`src/rtl/irq_pkg.sv`:
```
package irq_pkg;
    localparam int N_SRC = 4;
    localparam int SRC_W = 2;
    typedef logic [SRC_W-1:0] src_t;
    // Index order is also the priority order (lower index wins)
    localparam src_t SRC_PIN0 = 2'd0;
    localparam src_t SRC_CTR  = 2'd1;
    localparam src_t SRC_PIN1 = 2'd2;
    localparam src_t SRC_TICK = 2'd3;
    localparam int GATE_BIT   = 7;
endpackage

```
`src/rtl/irq_pin_latch.sv`:
```
module irq_pin_latch (
    input  logic clk,
    input  logic rst_n,
    input  logic pin_n,
    input  logic edge_mode,
    input  logic clr,
    output logic req
);
    typedef struct packed {
        logic prev;
        logic flag;
    } pin_st_t;

    pin_st_t st_q, st_d;
    logic    fall;

    always_comb begin
        st_d      = st_q;
        fall      = st_q.prev && !pin_n;
        st_d.prev = pin_n;
        if (!edge_mode)
            st_d.flag = 1'b0;
        else if (fall)
            st_d.flag = 1'b1;
        else if (clr)
            st_d.flag = 1'b0;
        req = edge_mode ? st_q.flag : !pin_n;
    end

    always_ff @(posedge clk or negedge rst_n) begin
        if (!rst_n) st_q <= '{prev: 1'b1, flag: 1'b0};
        else        st_q <= st_d;
    end

    // a falling sample in edge mode leaves a pending flag
    assert_edge_capture_R5: assert property (@(posedge clk) disable iff (!rst_n)
        (edge_mode && st_q.prev && !pin_n) |=> st_q.flag);
endmodule

```
`src/rtl/irq_timebase.sv`:
```
module irq_timebase #(
    parameter int PRESC = 12,
    parameter int TB_W  = 10
) (
    input  logic clk,
    input  logic rst_n,
    input  logic run,
    input  logic flag_clr,
    output logic flag
);
    localparam int PW = (PRESC > 1) ? $clog2(PRESC) : 1;

    typedef struct packed {
        logic [PW-1:0]   presc;
        logic [TB_W-1:0] cnt;
        logic            flag;
    } tb_st_t;

    tb_st_t st_q, st_d;
    logic   tick, carry;

    always_comb begin
        st_d  = st_q;
        tick  = run && (st_q.presc == PW'(PRESC - 1));
        carry = tick && (&st_q.cnt);
        if (!run) begin
            st_d.presc = '0;
            st_d.cnt   = '0;
        end else if (tick) begin
            st_d.presc = '0;
            st_d.cnt   = st_q.cnt + 1'b1;
        end else begin
            st_d.presc = st_q.presc + 1'b1;
        end
        if (carry)
            st_d.flag = 1'b1;
        else if (flag_clr)
            st_d.flag = 1'b0;
    end

    always_ff @(posedge clk or negedge rst_n) begin
        if (!rst_n) st_q <= '0;
        else        st_q <= st_d;
    end

    assign flag = st_q.flag;

    // a stopped time base holds a cleared count
    assert_run_clear_R7: assert property (@(posedge clk) disable iff (!rst_n)
        !run |=> (st_q.cnt == '0 && st_q.presc == '0));
    // only the clear strobe removes the flag
    assert_flag_hold_R8: assert property (@(posedge clk) disable iff (!rst_n)
        (st_q.flag && !flag_clr) |=> st_q.flag);
endmodule

```
`src/rtl/irq_prio_pick.sv`:
```
module irq_prio_pick #(
    parameter int N     = 4,
    parameter int IDX_W = 2
) (
    input  logic [N-1:0]     raw,
    output logic             hit,
    output logic [IDX_W-1:0] idx
);
    always_comb begin
        hit = |raw;
        idx = '0;
        for (int i = N - 1; i >= 0; i--) begin
            if (raw[i]) idx = IDX_W'(i);
        end
    end
endmodule

```
`src/rtl/irq_arbiter.sv`:
```
module irq_arbiter
    import irq_pkg::*;
#(
    parameter int VEC_W    = 8,
    parameter int VEC_BASE = 3,
    parameter int VEC_STEP = 8,
    parameter int PRESC    = 12,
    parameter int TB_W     = 10
) (
    input  logic             clk,
    input  logic             rst_n,
    input  logic [7:0]       irq_en,
    input  logic [1:0]       pin_edge,
    input  logic [1:0]       pin_n,
    input  logic             ctr_ovf,
    input  logic             tick_run,
    input  logic             tick_clr,
    input  logic             ack,
    input  logic             reti,
    output logic             irq_req,
    output logic [VEC_W-1:0] irq_vec,
    output logic             tick_flag
);
    typedef struct packed {
        logic             busy;
        logic             req;
        src_t             src;
        logic [VEC_W-1:0] vec;
    } arb_st_t;

    arb_st_t          q, d;
    logic             take;
    logic [1:0]       pin_req;
    logic [1:0]       pin_clr;
    logic [N_SRC-1:0] src_vec, raw;
    logic             hit;
    src_t             pick_idx;

    assign take = ack && q.req;

    for (genvar g = 0; g < 2; g++) begin : g_pin
        localparam src_t MY_SRC = (g == 0) ? SRC_PIN0 : SRC_PIN1;
        assign pin_clr[g] = take && (q.src == MY_SRC);
        irq_pin_latch u_pin (
            .clk       (clk),
            .rst_n     (rst_n),
            .pin_n     (pin_n[g]),
            .edge_mode (pin_edge[g]),
            .clr       (pin_clr[g]),
            .req       (pin_req[g])
        );
    end

    irq_timebase #(.PRESC(PRESC), .TB_W(TB_W)) u_tb (
        .clk      (clk),
        .rst_n    (rst_n),
        .run      (tick_run),
        .flag_clr (tick_clr),
        .flag     (tick_flag)
    );

    always_comb begin
        src_vec           = '0;
        src_vec[SRC_PIN0] = pin_req[0];
        src_vec[SRC_CTR]  = ctr_ovf;
        src_vec[SRC_PIN1] = pin_req[1];
        src_vec[SRC_TICK] = tick_flag;
        raw = src_vec & irq_en[N_SRC-1:0] & {N_SRC{irq_en[GATE_BIT]}};
    end

    irq_prio_pick #(.N(N_SRC), .IDX_W(SRC_W)) u_pick (
        .raw (raw),
        .hit (hit),
        .idx (pick_idx)
    );

    always_comb begin
        d = q;
        if (reti)
            d.busy = 1'b0;
        else if (take)
            d.busy = 1'b1;
        d.req = hit && !q.busy && !take;
        d.src = pick_idx;
        d.vec = d.req ? VEC_W'(VEC_BASE + VEC_STEP * int'(pick_idx)) : '0;
    end

    always_ff @(posedge clk or negedge rst_n) begin
        if (!rst_n) q <= '0;
        else        q <= d;
    end

    assign irq_req = q.req;
    assign irq_vec = q.vec;

    // an accepted vector starts service and silences the request
    assert_ack_starts_service_R9: assert property (@(posedge clk) disable iff (!rst_n)
        (ack && irq_req) |=> (q.busy && !irq_req));
    // nothing is requested while a routine is in service
    assert_busy_quiet_R9: assert property (@(posedge clk) disable iff (!rst_n)
        q.busy |-> !irq_req);
    // a request needs the global gate on the previous edge
    assert_global_gate_R4: assert property (@(posedge clk) disable iff (!rst_n)
        irq_req |-> $past(irq_en[GATE_BIT]));
    // no vector is shown without a request
    assert_idle_vector_R3: assert property (@(posedge clk) disable iff (!rst_n)
        !irq_req |-> (irq_vec == '0));
endmodule

```
`config.mk`:
```
export PLATFORM = sky130hd
export DESIGN_NAME = irq_arbiter
export DESIGN_NICKNAME = d
export VERILOG_FILES = /design/src/rtl/irq_pkg.sv /design/src/rtl/irq_pin_latch.sv /design/src/rtl/irq_timebase.sv /design/src/rtl/irq_prio_pick.sv /design/src/rtl/irq_arbiter.sv
export SDC_FILE = /design/constraint.sdc
export NUM_CORES = 1
export LEC_CHECK = 0
export ABC_AREA = 0
export CELL_PAD_IN_SITES_DETAIL_PLACEMENT = 0
export CELL_PAD_IN_SITES_GLOBAL_PLACEMENT = 1
export CORE_AREA = 2 2 61 63
export CTS_CLUSTER_DIAMETER = 80
export DETAILED_ROUTE_END_ITERATION = 7
export DIE_AREA = 0 0 63 65
export HOLD_SLACK_MARGIN = 0.06
export PLACE_DENSITY_LB_ADDON = 0.1
export SYNTH_ARGS = -nofsm -noshare
export SYNTH_HDL_FRONTEND = slang
export SYNTH_SLANG_ARGS = --single-unit
export TNS_END_PERCENT = 30
```
`constraint.sdc`:
```
create_clock -name clk -period 1.7 [get_ports clk]
set_input_delay 0.255 -clock clk [delete_from_list [all_inputs] [get_ports clk]]
set_output_delay 0.255 -clock clk [all_outputs]
set_load 0.01 [all_outputs]
```
### After elaboration in Yosys (flattened, before gate mapping)

Index checks and enable logic that the tools add are counted.

| cells by class | value |
|---|---|
| bitwise gates (word level) | 2 |
| $add $sub $neg | 3 |
| reduce and logical (&&, ||, !) cells | 18 |
| divide/modulo/power cells | 0 |
| order comparisons | 0 |
| $mul | 0 |
| eq/ne operators | 5 |
| shift operators | 0 |
| multiplexer cells | 20 |

Operator list:

| kind | number |
|---|---|
| 14-bit two-way mux | 1 |
| 1-bit two-way mux | 12 |
| 10-bit by 1-bit adder with 10-bit output, second input constant | 1 |
| 10-bit two-way mux | 1 |
| 10-bit AND reduction | 1 |
| 1-bit logical AND | 9 |
| 4-bit bitwise AND | 2 |
| 2-bit two-way mux | 4 |
| 2-bit by 5-bit adder with 6-bit output, first input constant | 1 |
| 6-bit two-way mux | 1 |
| 3-bit by 1-bit inequality test with 1-bit output, second input constant | 2 |
| 4-bit by 1-bit adder with 4-bit output, second input constant | 1 |
| 4-bit == test, second input constant | 1 |
| 1-bit logical NOT | 4 |
| 4-bit two-way mux | 1 |
| 2-bit nonzero test | 2 |
| 4-bit OR reduction | 1 |
| 2-bit == test, second input constant | 1 |
| 2-bit logical NOT | 1 |
| 2-bit by 1-bit inequality test with 1-bit output, second input constant | 1 |

| storage, ports and cells | value |
|---|---|
| bits in writable memories | 0 |
| word-level logic and storage cells | 59 |
| bits in latches | 0 |
| input bits | 19 |
| memories kept | 0 |
| memory bits (read-only) | 0 |
| register bits | 29 |
| output and inout port bits | 10 |

### Longest topological paths before layout

Gate-level depths: netlist of run 1.

| logic depth | value |
|---|---|
| word-level depth | 10 |
| gate-level depth with buffers | 5 |
| depth with buffers taken out | 4 |

### Hierarchy

From an unflattened synthesis of run 1, not the netlist that was laid out.

| unflattened totals | value |
|---|---|
| cell total of the unflattened synthesis | 119 |
| area total of the unflattened synthesis | 1251.2 um^2 |

Modules (own cells, without submodules):

| module | seq. area each (um^2) | cells each | area an instance (um^2) | instances |
|---|---|---|---|---|
| irq_timebase | 375.4 | 71 | 733.2 | 1 |
| irq_arbiter | 150.1 | 27 | 300.3 | 1 |
| irq_pin_latch | 51.3 | 7 | 91.3 | 2 |
| irq_prio_pick | 0.0 | 7 | 35.0 | 1 |

### Worst setup path after synthesis of run 1

Ideal clock, no wire load.

| timing path | value |
|---|---|
| kind | register -> register |
| start | reg u_tb.st_q[11] (netlist name) |
| end | reg u_tb.st_q[10] (netlist name) |
| buffers on the path | 1 |
| slack | 0.241 ns |
| data arrival time | 1.379 ns |
| library setup time | 0.079 ns |
| clock period less this slack | 1.459 ns |
| required time | 1.621 ns |
| stages on the path, launching flop included | 6 |
| path through | dfrtp_1 > ha_1 > nand3b_4 > buf_6 > nor4_1 > mux2i_1 |

| between the ends | value |
|---|---|
| cells in the longest elaborated chain, start to end | 3 |

Ends and longest elaborated chain:

| item | line | text |
|---|---|---|
| from (decl) | irq_timebase.sv:19 | `tb_st_t st_q, st_d;` |
| from (signal assigned) | irq_timebase.sv:43 | `else st_q <= st_d;` |
| 4-bit == test | irq_timebase.sv:24 | `tick = run && (st_q.presc == PW'(PRESC - 1));` |
| 1-bit logical AND | irq_timebase.sv:24 |  |
| 2-bit by 1-bit inequality test with 1-bit output (no line) | -- |  |

No other way between the ends.
A chain may end at the register's enable or synchronous reset.

### Worst setup path after layout of run 1

| timing path | value |
|---|---|
| start | reg q, in the netlist irq_vec[1] |
| end | out irq_vec[1] |

RTL lines:

| item | line | text |
|---|---|---|
| from (decl) | irq_arbiter.sv:31 | `arb_st_t q, d;` |
| from (signal assigned) | irq_arbiter.sv:89 | `if (!rst_n) q <= '0;` |
| from (signal assigned) | irq_arbiter.sv:90 | `else q <= d;` |
| to (decl) | irq_arbiter.sv:21 | `output logic [VEC_W-1:0] irq_vec,` |

No word-level cell between the ends.

==> results of run 1 <==
[cells in the final DEF, fill, tap and decap left out, types with 2 or more instances in the layout]
| master | instances |
|---|---|
| dfrtp_1 | 22 |
| conb_1 | 4 |
| buf_4 | 3 |
| nand3_1 | 3 |
| or3_2 | 2 |
| o21ai_0 | 3 |
| clkbuf_4 | 3 |
| mux2i_1 | 3 |
| nor3b_1 | 2 |
| nor2b_1 | 4 |
| nor2_1 | 7 |
| inv_1 | 6 |
| nand4_1 | 2 |
| nand2_1 | 8 |
| a21boi_0 | 2 |
| clkdlybuf4s50_1 | 21 |
| nand2b_1 | 4 |
| a21oi_1 | 10 |
| dfstp_2 | 2 |
| or4_1 | 5 |
| nand4b_1 | 2 |
| o31ai_1 | 6 |
| xor2_1 | 2 |
[worst max-delay path by stage]
| stage | startpoint | end | slack [ns] | depth (start not counted) |
|---|---|---|---|---|
| 6_report | irq_vec[1] | irq_vec[1] | 0.13 | 1 |
| 5_1_grt | u_tb.st_q[1] | u_tb.st_q[7] | 0.008 | 4 |
| 4_1_cts | irq_vec[1] | irq_vec[1] | 0.05 | 1 |
| 3_5_place_dp | u_tb.st_q[11] | u_tb.st_q[6] | 0.10 | 4 |
| 3_3_place_gp | u_tb.st_q[11] | u_tb.st_q[7] | 0.12 | 4 |
| 2_1_floorplan | u_tb.st_q[11] | u_tb.st_q[10] | 0.24 | 5 |
[per-layer routing]
metal	global-route usage, %	part of all wire, %	vias to the layer above
li1	-	-	460
met1	16.43	47	429
met2	21.28	48	16
met3	2.431	3.4	5
met4	7.500	2.2	0
met5	0	0	-
[flip-flops by register name, indices dropped and copies added, names as in the netlist]
name,cells
u_tb.st_q,14
g_pin.u_pin.st_q,4
irq_vec,3
q,3
u_tb.flag,1
[where the power goes]
group	internal, µW	switching [µW]	total (µW)
Combinational	73.5	60.6	134
Clock	90.3	193	283
Sequential	616	14.8	630
[final cells by class]
| cell class | instances | share of cell area, % |
|---|---|---|
| timing repair buffer | 24 | 15.41 |
| multi-input combinational | 82 | 35.46 |
| clock buffer | 3 | 1.491 |
| inverter | 6 | 1.491 |
| tap | 48 | 3.977 |
| clock inverter | 1 | 0.4971 |
| sequential | 25 | 41.67 |
[cell families (layout without fill, tap and decap cells)]
group	Yosys count	after routing
other	1	4
and+or+nand+nor	45	45
AOI/OAI and AO/OA	26	26
buffers and inverters	16	34
muxes	3	3
xor gates and xnor gates	2	2
adders and majority gates	2	2
DFF	25	25
[metrics by stage]
step	power [µW]	util, %	instances	worst slack [ns]
after floorplan	705.5	-	123	0.2411
after global placement	772.0	41.95	185	0.1228
after detailed placement	774.1	41.95	185	0.1020
after CTS	1061	42.81	189	0.05287
after global routing	1102	43.20	189	0.008453
final	1047	43.20	189	0.1255
[cell usage after synthesis, drive strengths merged (2+ instances only)]
master	number
o21ai	3
nand4b	2
nor2	7
nand2	8
nand2b	4
nand3	3
inv	6
nand4	2
or4	5
dfstp	2
mux2i	3
nor3b	2
or3	3
dfrtp	23
ha	2
xor2	2
buf	9
a21boi	2
nor2b	4
o31ai	6
a21oi	10
==> results.py, run 1 <==
metrics = {
    "setup_path": {
        "cp.required_ns": 1.44,
        "rrSetupSlack_ns": 0.16,
        "reg2reg_depth": 4,
        "slowest_delay_ns": 0.56,
        "critPathLaunchType": "flop",
        "rr_endpoint": "u_tb.st_q[9]",
        "worstPathArrival_ns": 1.32,
        "crit_buf_inv": 1,
        "r2r_start": "u_tb.st_q[1]",
        "crit_chain": "clkdlybuf4s50_1",
        "critical-path-top-delay-family": "buffers and inverters",
        "path_class": "flop to output port",
        "critPathCaptureType": "output port",
        "worst-path-max-fanout": 6,
        "slowest_stage": "clkdlybuf4s50_1",
    },
    "detailed_routing": {
        "dr_total_vias": 910,
        "drc": 0,
        "drt-vias-per-instance": 4.815,
        "dr.pass1.iters": 4,
        "drt_iter0_drc": 20,
        "wl_per_cell_um": 12.59,
        "wirelength_um": 2380,
        "ant_nets": 0,
    },
    "cts": {
        "cts_resized": 0,
        "cts_hold_buf": 0,
        "cts_tree": "built",
        "clk_pin_slew_worst_paths_ns": 0.15,
        "htreeDepth": 1,
        "postCtsSetupBuffers": 0,
        "cts-root-buf": "clkbuf_4",
        "clk_path_buf_depth": 2,
        "cts_made_buffers": 3,
        "clock_latency_ns": 0.33,
        "cts_sinks": 25,
    },
    "logic_synthesis": {
        "synth_seq_cells": 25,
        "synth_xor_area_share_pct": 1.416,
        "netlist_instances": 120,
        "synth_flop_cell": "dfrtp_1",
        "yosys.area.top_type": "dfrtp_1",
        "synthesis.area_um2": 1237,
        "synthSimpleGateAreaFrac_pct": 22.04,
        "synth_edf_count": 0,
        "async_flop_share_pct": 100.0,
        "synth_mux_area_share_pct": 2.427,
        "ys_types": 35,
        "synth_fa_ha_area_share_pct": 2.022,
        "synth_seq_area_share_pct": 50.76,
        "ys_warn_count": 0,
        "synth.top_cell.area_share_pct": 46.51,
        "synth_compound_area_share_pct": 13.14,
        "synthTopCellsByArea": "dfrtp_1, buf_4, dfstp_2",
        "synth_top_family_by_area": "simple AND/OR/NAND/NOR gates",
        "syn-mean-instance-area_um2": 10.31,
    },
    "global_route": {
        "antenna_found_initial": 0,
        "grt_pass1_wl_um": 4119,
        "grt_pass1_vias": 907,
        "globalRouteOverflowTotal": 0,
        "track_usage_pct": 13.12,
        "grt_max_degree": 26,
    },
    "sta": {
        "rsz0062_at_grt": "false",
        "fin_crit_sh_pct": 92.62,
        "tns_ns": 0,
        "hold_violations": 0,
        "fmax_ghz": 0.6351,
        "setup_violations": 0,
        "timing.hold.ws_ns": 0.2632,
        "period_needed_ns": 1.574,
        "drv_slew": 0,
        "finalClockSkew_ns": 0.006399,
    },
    "finish": {
        "area_delta_synth_final_pct": 22.04,
        "fillers": 347,
        "multiInputGateArea_um2": 535.5,
        "fin_nets": 163,
        "diodes": 0,
        "final_area_um2": 1510,
        "drive_gt1_share_pct": 11.35,
        "regArea_um2": 629.4,
    },
    "floorplanning": {
        "fp.coreArea_um2": 3496,
        "die-area_um2": 4095,
        "die_x_um": 63,
        "initial_utilization_pct": 35.40,
        "row_count": 22,
        "die_h_um": 65,
        "io_pins": 29,
    },
    "min_path": {
        "hold_class": "input pin to async pin",
    },
    "placed_design": {
        "portBuffers": 21,
        "dpl_cell_area_um2": 1466,
        "gp_congestion": 0.7143,
        "hpwl_um": 1761,
    },
    "power_and_ir_drop": {
        "p_leak_uw": 0.0006450,
        "powerDensity_nw_per_um2": 693.5,
        "irDropWorstVdd_v": 0.0002246,
    },
    "job": {
        "maxCapViolCount": 0,
    },
    "status": {
        "status": "finished clean",
    },
}
(Power assumes the default switching activity.)
==> inputs of run 2 (changes only) <==
PLACE_DENSITY = 0.85   (was default)
PLACE_DENSITY_LB_ADDON = default   (was 0.1)
==> run 2 against run 1 <==
  * Critical path depth is 3 higher
  * Global-route usage decreased by 0.48 points
  * Via count up 4.0%
  * First-iteration DRC count is 35% higher
  * Die area is the same
==> results.py, run 2 (synthesis gave the netlist of run 1 again) <==
metrics = {
    "sta": {
        "timing.hold.ws_ns": 0.2904,
        "drv_slew": 0,
        "setup_ws_ns": 0.06354,
        "period_needed_ns": 1.636,
        "fmax_ghz": 0.6111,
        "setup_violations": 0,
        "fin_crit_sh_pct": 96.26,
        "finalClockSkew_ns": 0.005123,
        "hold_violations": 0,
    },
    "setup_path": {
        "cp.required_ns": 1.96,
        "rr_endpoint": "u_tb.st_q[9]",
        "reg2reg_depth": 4,
        "rrSetupSlack_ns": 0.06,
        "r2r_start": "u_tb.st_q[11]",
        "worstPathArrival_ns": 1.89,
        "path_class": "flop to flop",
        "critPathLaunchType": "flop",
        "worst-path-max-fanout": 16,
        "critPathCaptureType": "flop",
    },
    "detailed_routing": {
        "wl_per_cell_um": 12.54,
        "drc": 0,
        "wirelength_um": 2408,
        "drt_iter0_drc": 27,
        "drt-vias-per-instance": 4.927,
        "dr_total_vias": 946,
        "dr.pass1.iters": 4,
        "ant_nets": 0,
    },
    "status": {
        "status": "finished clean",
    },
    "cts": {
        "clk_pin_slew_worst_paths_ns": 0.14,
        "cts_made_buffers": 3,
        "cts-root-buf": "clkbuf_4",
        "cts_sinks": 25,
        "htreeDepth": 1,
        "clk_path_buf_depth": 2,
        "cts_tree": "built",
        "clock_latency_ns": 0.32,
    },
    "placed_design": {
        "post-place-ws_ns": 0.03791,
        "hpwl_um": 1696,
        "portBuffers": 21,
        "gp_congestion": 0.7587,
    },
    "finish": {
        "largest_register_ffs": 14,
        "drive_gt1_share_pct": 13.19,
        "area_delta_synth_final_pct": 23.26,
        "multiInputGateArea_um2": 531.8,
        "regArea_um2": 628.1,
        "fillers": 353,
        "top_regs": "u_tb.st_q x14, g_pin.u_pin.st_q x4",
        "final_common_cell": "dfrtp_1",
        "fin_nets": 166,
        "largest-register": "u_tb.st_q",
        "final_cell_mix": "dfrtp_1, clkdlybuf4s50_1, a21oi_1",
        "diodes": 0,
    },
    "power_and_ir_drop": {
        "seqPwrFrac_pct": 61.1,
        "comb_power_share_pct": 13.0,
        "clockPowerShare_pct": 25.9,
        "p_int_uw": 775.9,
        "p_sw_uw": 252.7,
        "p_total_uw": 1029,
        "swShare_pct": 24.57,
        "p_leak_uw": 0.0006617,
        "powerDensity_nw_per_um2": 674.4,
        "irDropWorstVdd_v": 0.0004684,
    },
    "min_path": {
        "hold_class": "input pin to async pin",
    },
    "global_route": {
        "globalRouteOverflowTotal": 0,
        "grt_pass1_wl_um": 4133,
        "grt_pass1_vias": 963,
        "grt_max_degree": 26,
        "track_usage_pct": 12.65,
        "antenna_found_initial": 0,
    },
    "floorplanning": {
        "row_count": 22,
        "die-area_um2": 4095,
        "fp.coreArea_um2": 3496,
        "io_pins": 29,
        "die_h_um": 65,
        "initial_utilization_pct": 35.40,
        "die_x_um": 63,
    },
    "job": {
        "maxCapViolCount": 0,
    },
}
==> run 2: repair_timing <==
item	4_1_cts	5_1_grt
gates resized for setup	0	2
hold buffers	0	0
setup endpoints to repair	0	8
buffers inserted	0	4
==> run 2: worst max path at each step <==
stage | cells past startpoint | endpoint | startpoint
final | 4 | u_tb.st_q[9] | u_tb.st_q[11]
after global routing | 4 | u_tb.st_q[7] | u_tb.st_q[11]
after CTS | 4 | u_tb.st_q[9] | u_tb.st_q[11]
after detailed placement | 4 | u_tb.st_q[8] | u_tb.st_q[11]
after global placement | 4 | u_tb.st_q[7] | u_tb.st_q[11]
after floorplan | 5 | u_tb.st_q[10] | u_tb.st_q[11]
==> run 2: worst max-delay path, cell delays in order, from the launching register on <==
cell and delay, ns:
dfrtp_1 0.42, ha_2 0.26, nand3b_4 0.19, or4_1 0.56, a21oi_1 0.15
==> run 2: final cells by class <==
class	count	share of cell area [%]
Clock buffer	3	1.477
Clock inverter	1	0.3281
Inverter	6	1.477
Multi-Input combinational cell	82	34.86
Sequential cell	25	41.18
Tap cell	48	3.938
Timing Repair Buffer	27	16.74
==> run 2: layer usage <==
layer	GRT usage, %	vias up	share of wire, %
met4	3.333	0	0.87
li1	-	464	-
met1	14.03	455	44
met2	22.87	25	50
met3	4.514	2	5.6
met5	0	-	0
==> run 2: power groups by stage <==
stage	clock (µW)	combinational [µW]	sequential [µW]
final	267	134	628
after global routing	308	149	632
after CTS	287	135	629
after detailed placement	0	135	639
after global placement	0	131	638
after floorplan	0	68.2	637
==> run 2: through the flow <==
| step | utilization, % | std cells | TNS (ns) | cell area [µm²] |
|---|---|---|---|---|
| 5_1_grt | 43.63 | 192 | -0.01452 | 1525 |
| 3_3_place_gp | 41.73 | 184 | 0 | 1459 |
| 4_1_cts | 42.52 | 188 | 0 | 1486 |
| 3_5_place_dp | 41.73 | 184 | 0 | 1459 |
| 6_report | 43.63 | 192 | 0 | 1525 |
| 2_1_floorplan | - | 123 | 0 | 1249 |
==> inputs of run 3 (changes only) <==
clock period = 1.75 ns   (was 1.7 ns; I/O delays follow)
==> run 3 against run 2 <==
  * Final cell count decreased by 2.1%
  * First-iteration DRC count shrank 15%
  * Sequential power decreased by 3%
  * Critical path depth unchanged
  * Register-to-register slack better by 0.06 ns
  * Utilization down 0.97 points
  * Largest power group unchanged
  * Hold slack got worse by 0.0078 ns
  * Power is 2.8% lower
  * Clock-buffer cell count unchanged
==> results.py, run 3 (synthesis gave the netlist of run 1 again) <==
metrics = {
    "detailed_routing": {
        "wl_per_cell_um": 11.96,
        "drt-vias-per-instance": 5.043,
        "highest_layer": "met4",
        "m1WireLength_um": 1000,
        "drt_iter0_drc": 23,
        "drc": 0,
        "ant_nets": 0,
        "met2_length_um": 1110,
        "dr.pass1.iters": 4,
        "route.met3.wl_um": 115,
        "wirelength_um": 2248,
        "dr_total_vias": 948,
    },
    "sta": {
        "drv_slew": 0,
        "rsz0062_at_grt": "false",
        "tns_ns": 0,
        "finalClockSkew_ns": 0.01524,
        "setup_violations": 0,
        "fmax_ghz": 0.6148,
        "period_needed_ns": 1.627,
        "hold_violations": 0,
        "fin_crit_sh_pct": 92.95,
    },
    "finish": {
        "drive_gt1_share_pct": 10.00,
        "diodes": 0,
        "fin_nets": 162,
        "top_regs": "u_tb.st_q x14, g_pin.u_pin.st_q x4",
        "area_delta_synth_final_pct": 20.53,
        "largest-register": "u_tb.st_q",
        "largest_register_ffs": 14,
        "final_cell_mix": "dfrtp_1, clkdlybuf4s50_1, a21oi_1",
        "fillers": 339,
        "final_area_um2": 1491,
        "final_common_cell": "dfrtp_1",
    },
    "status": {
        "status": "finished clean",
    },
    "setup_path": {
        "rr_endpoint": "u_tb.st_q[7]",
        "critPathCaptureType": "flop",
        "worstPathArrival_ns": 1.87,
        "critPathLaunchType": "flop",
        "path_class": "flop to flop",
        "reg2reg_depth": 4,
        "cp.required_ns": 1.99,
        "worst-path-max-fanout": 17,
        "r2r_start": "u_tb.st_q[11]",
        "rrSetupSlack_ns": 0.12,
    },
    "floorplanning": {
        "io_pins": 29,
        "row_count": 22,
        "fp.coreArea_um2": 3496,
        "die-area_um2": 4095,
        "die_x_um": 63,
        "initial_utilization_pct": 35.40,
        "die_h_um": 65,
    },
    "cts": {
        "cts_tree": "built",
        "cts_sinks": 25,
        "cts_made_buffers": 3,
        "clock_latency_ns": 0.32,
        "postCtsSetupBuffers": 0,
        "cts_hold_buf": 0,
        "clk_pin_slew_worst_paths_ns": 0.15,
        "cts_resized": 0,
        "htreeDepth": 1,
        "clk_path_buf_depth": 2,
        "cts-root-buf": "clkbuf_4",
    },
    "global_route": {
        "grt_pass1_vias": 986,
        "grt_max_degree": 26,
        "globalRouteOverflowTotal": 0,
        "grt_pass1_wl_um": 4146,
        "track_usage_pct": 12.72,
        "antenna_found_initial": 0,
    },
    "min_path": {
        "hold_class": "input pin to async pin",
    },
    "placed_design": {
        "gp_congestion": 0.7586,
        "portBuffers": 21,
        "hpwl_um": 1618,
        "dpl_cell_area_um2": 1459,
    },
    "power_and_ir_drop": {
        "p_total_uw": 1000,
        "irDropWorstVdd_v": 0.0004128,
        "p_leak_uw": 0.0006412,
        "powerDensity_nw_per_um2": 670.5,
    },
    "job": {
        "maxCapViolCount": 0,
    },
}
[run 3: changes by cell type in the layout (fill, tap and decap cells not counted), sizes merged]
cell,delta
buf,-4
clkinv,-1
clkinvlp,+1
[run 3: cell type report]
class	count	area [µm²]	area share [%]
Timing Repair Buffer	23	225.2	15.10
Tap cell	48	60.06	4.027
Clock inverter	1	7.507	0.5034
Sequential cell	25	628.1	42.11
Multi-Input combinational cell	82	525.5	35.23
Inverter	6	22.52	1.510
Clock buffer	3	22.52	1.510
[run 3: worst max-delay path by stage]
stage,start,end,slack [ns],depth (start not counted)
final,u_tb.st_q[11],u_tb.st_q[7],0.12,4
after CTS,u_tb.st_q[11],u_tb.st_q[7],0.06,4
after global routing,u_tb.st_q[11],u_tb.st_q[7],0.02,4
after floorplan,u_tb.st_q[11],u_tb.st_q[10],0.29,5
after global placement,u_tb.st_q[11],u_tb.st_q[7],0.15,4
after detailed placement,u_tb.st_q[11],u_tb.st_q[7],0.09,4
[run 3: power breakdown]
part | internal (µW) | switching [µW] | leakage [µW]
sequential | 598 | 12.8 | 0.000336
clock | 87.2 | 173 | 0.0000139
combinational | 70.2 | 59.1 | 0.000292
total | 755 | 245 | 0.000641
[run 3: per-layer routing]
metal,vias to the layer above,global-route usage [%]
met4,0,3.611
met5,-,0
met2,24,23.27
met3,4,4.167
li1,456,-
met1,464,14.03
[run 3: through the flow]
step	hold WS (ns)	worst slack [ns]	utilization, %	std cells
6_report	0.2826	0.1234	42.66	188
2_1_floorplan	-0.03309	0.2911	-	123
3_5_place_dp	0.4734	0.09366	41.73	184
5_1_grt	0.3002	0.01611	42.66	188
3_3_place_gp	0.4636	0.1511	41.73	184
4_1_cts	0.2814	0.05899	42.59	188
[run 3: critical path: stages, from the launching register on]
cell and delay [ns]:
dfrtp_1 0.41, ha_2 0.26, nand3b_4 0.19, or4_1 0.55, a21oi_1 0.16
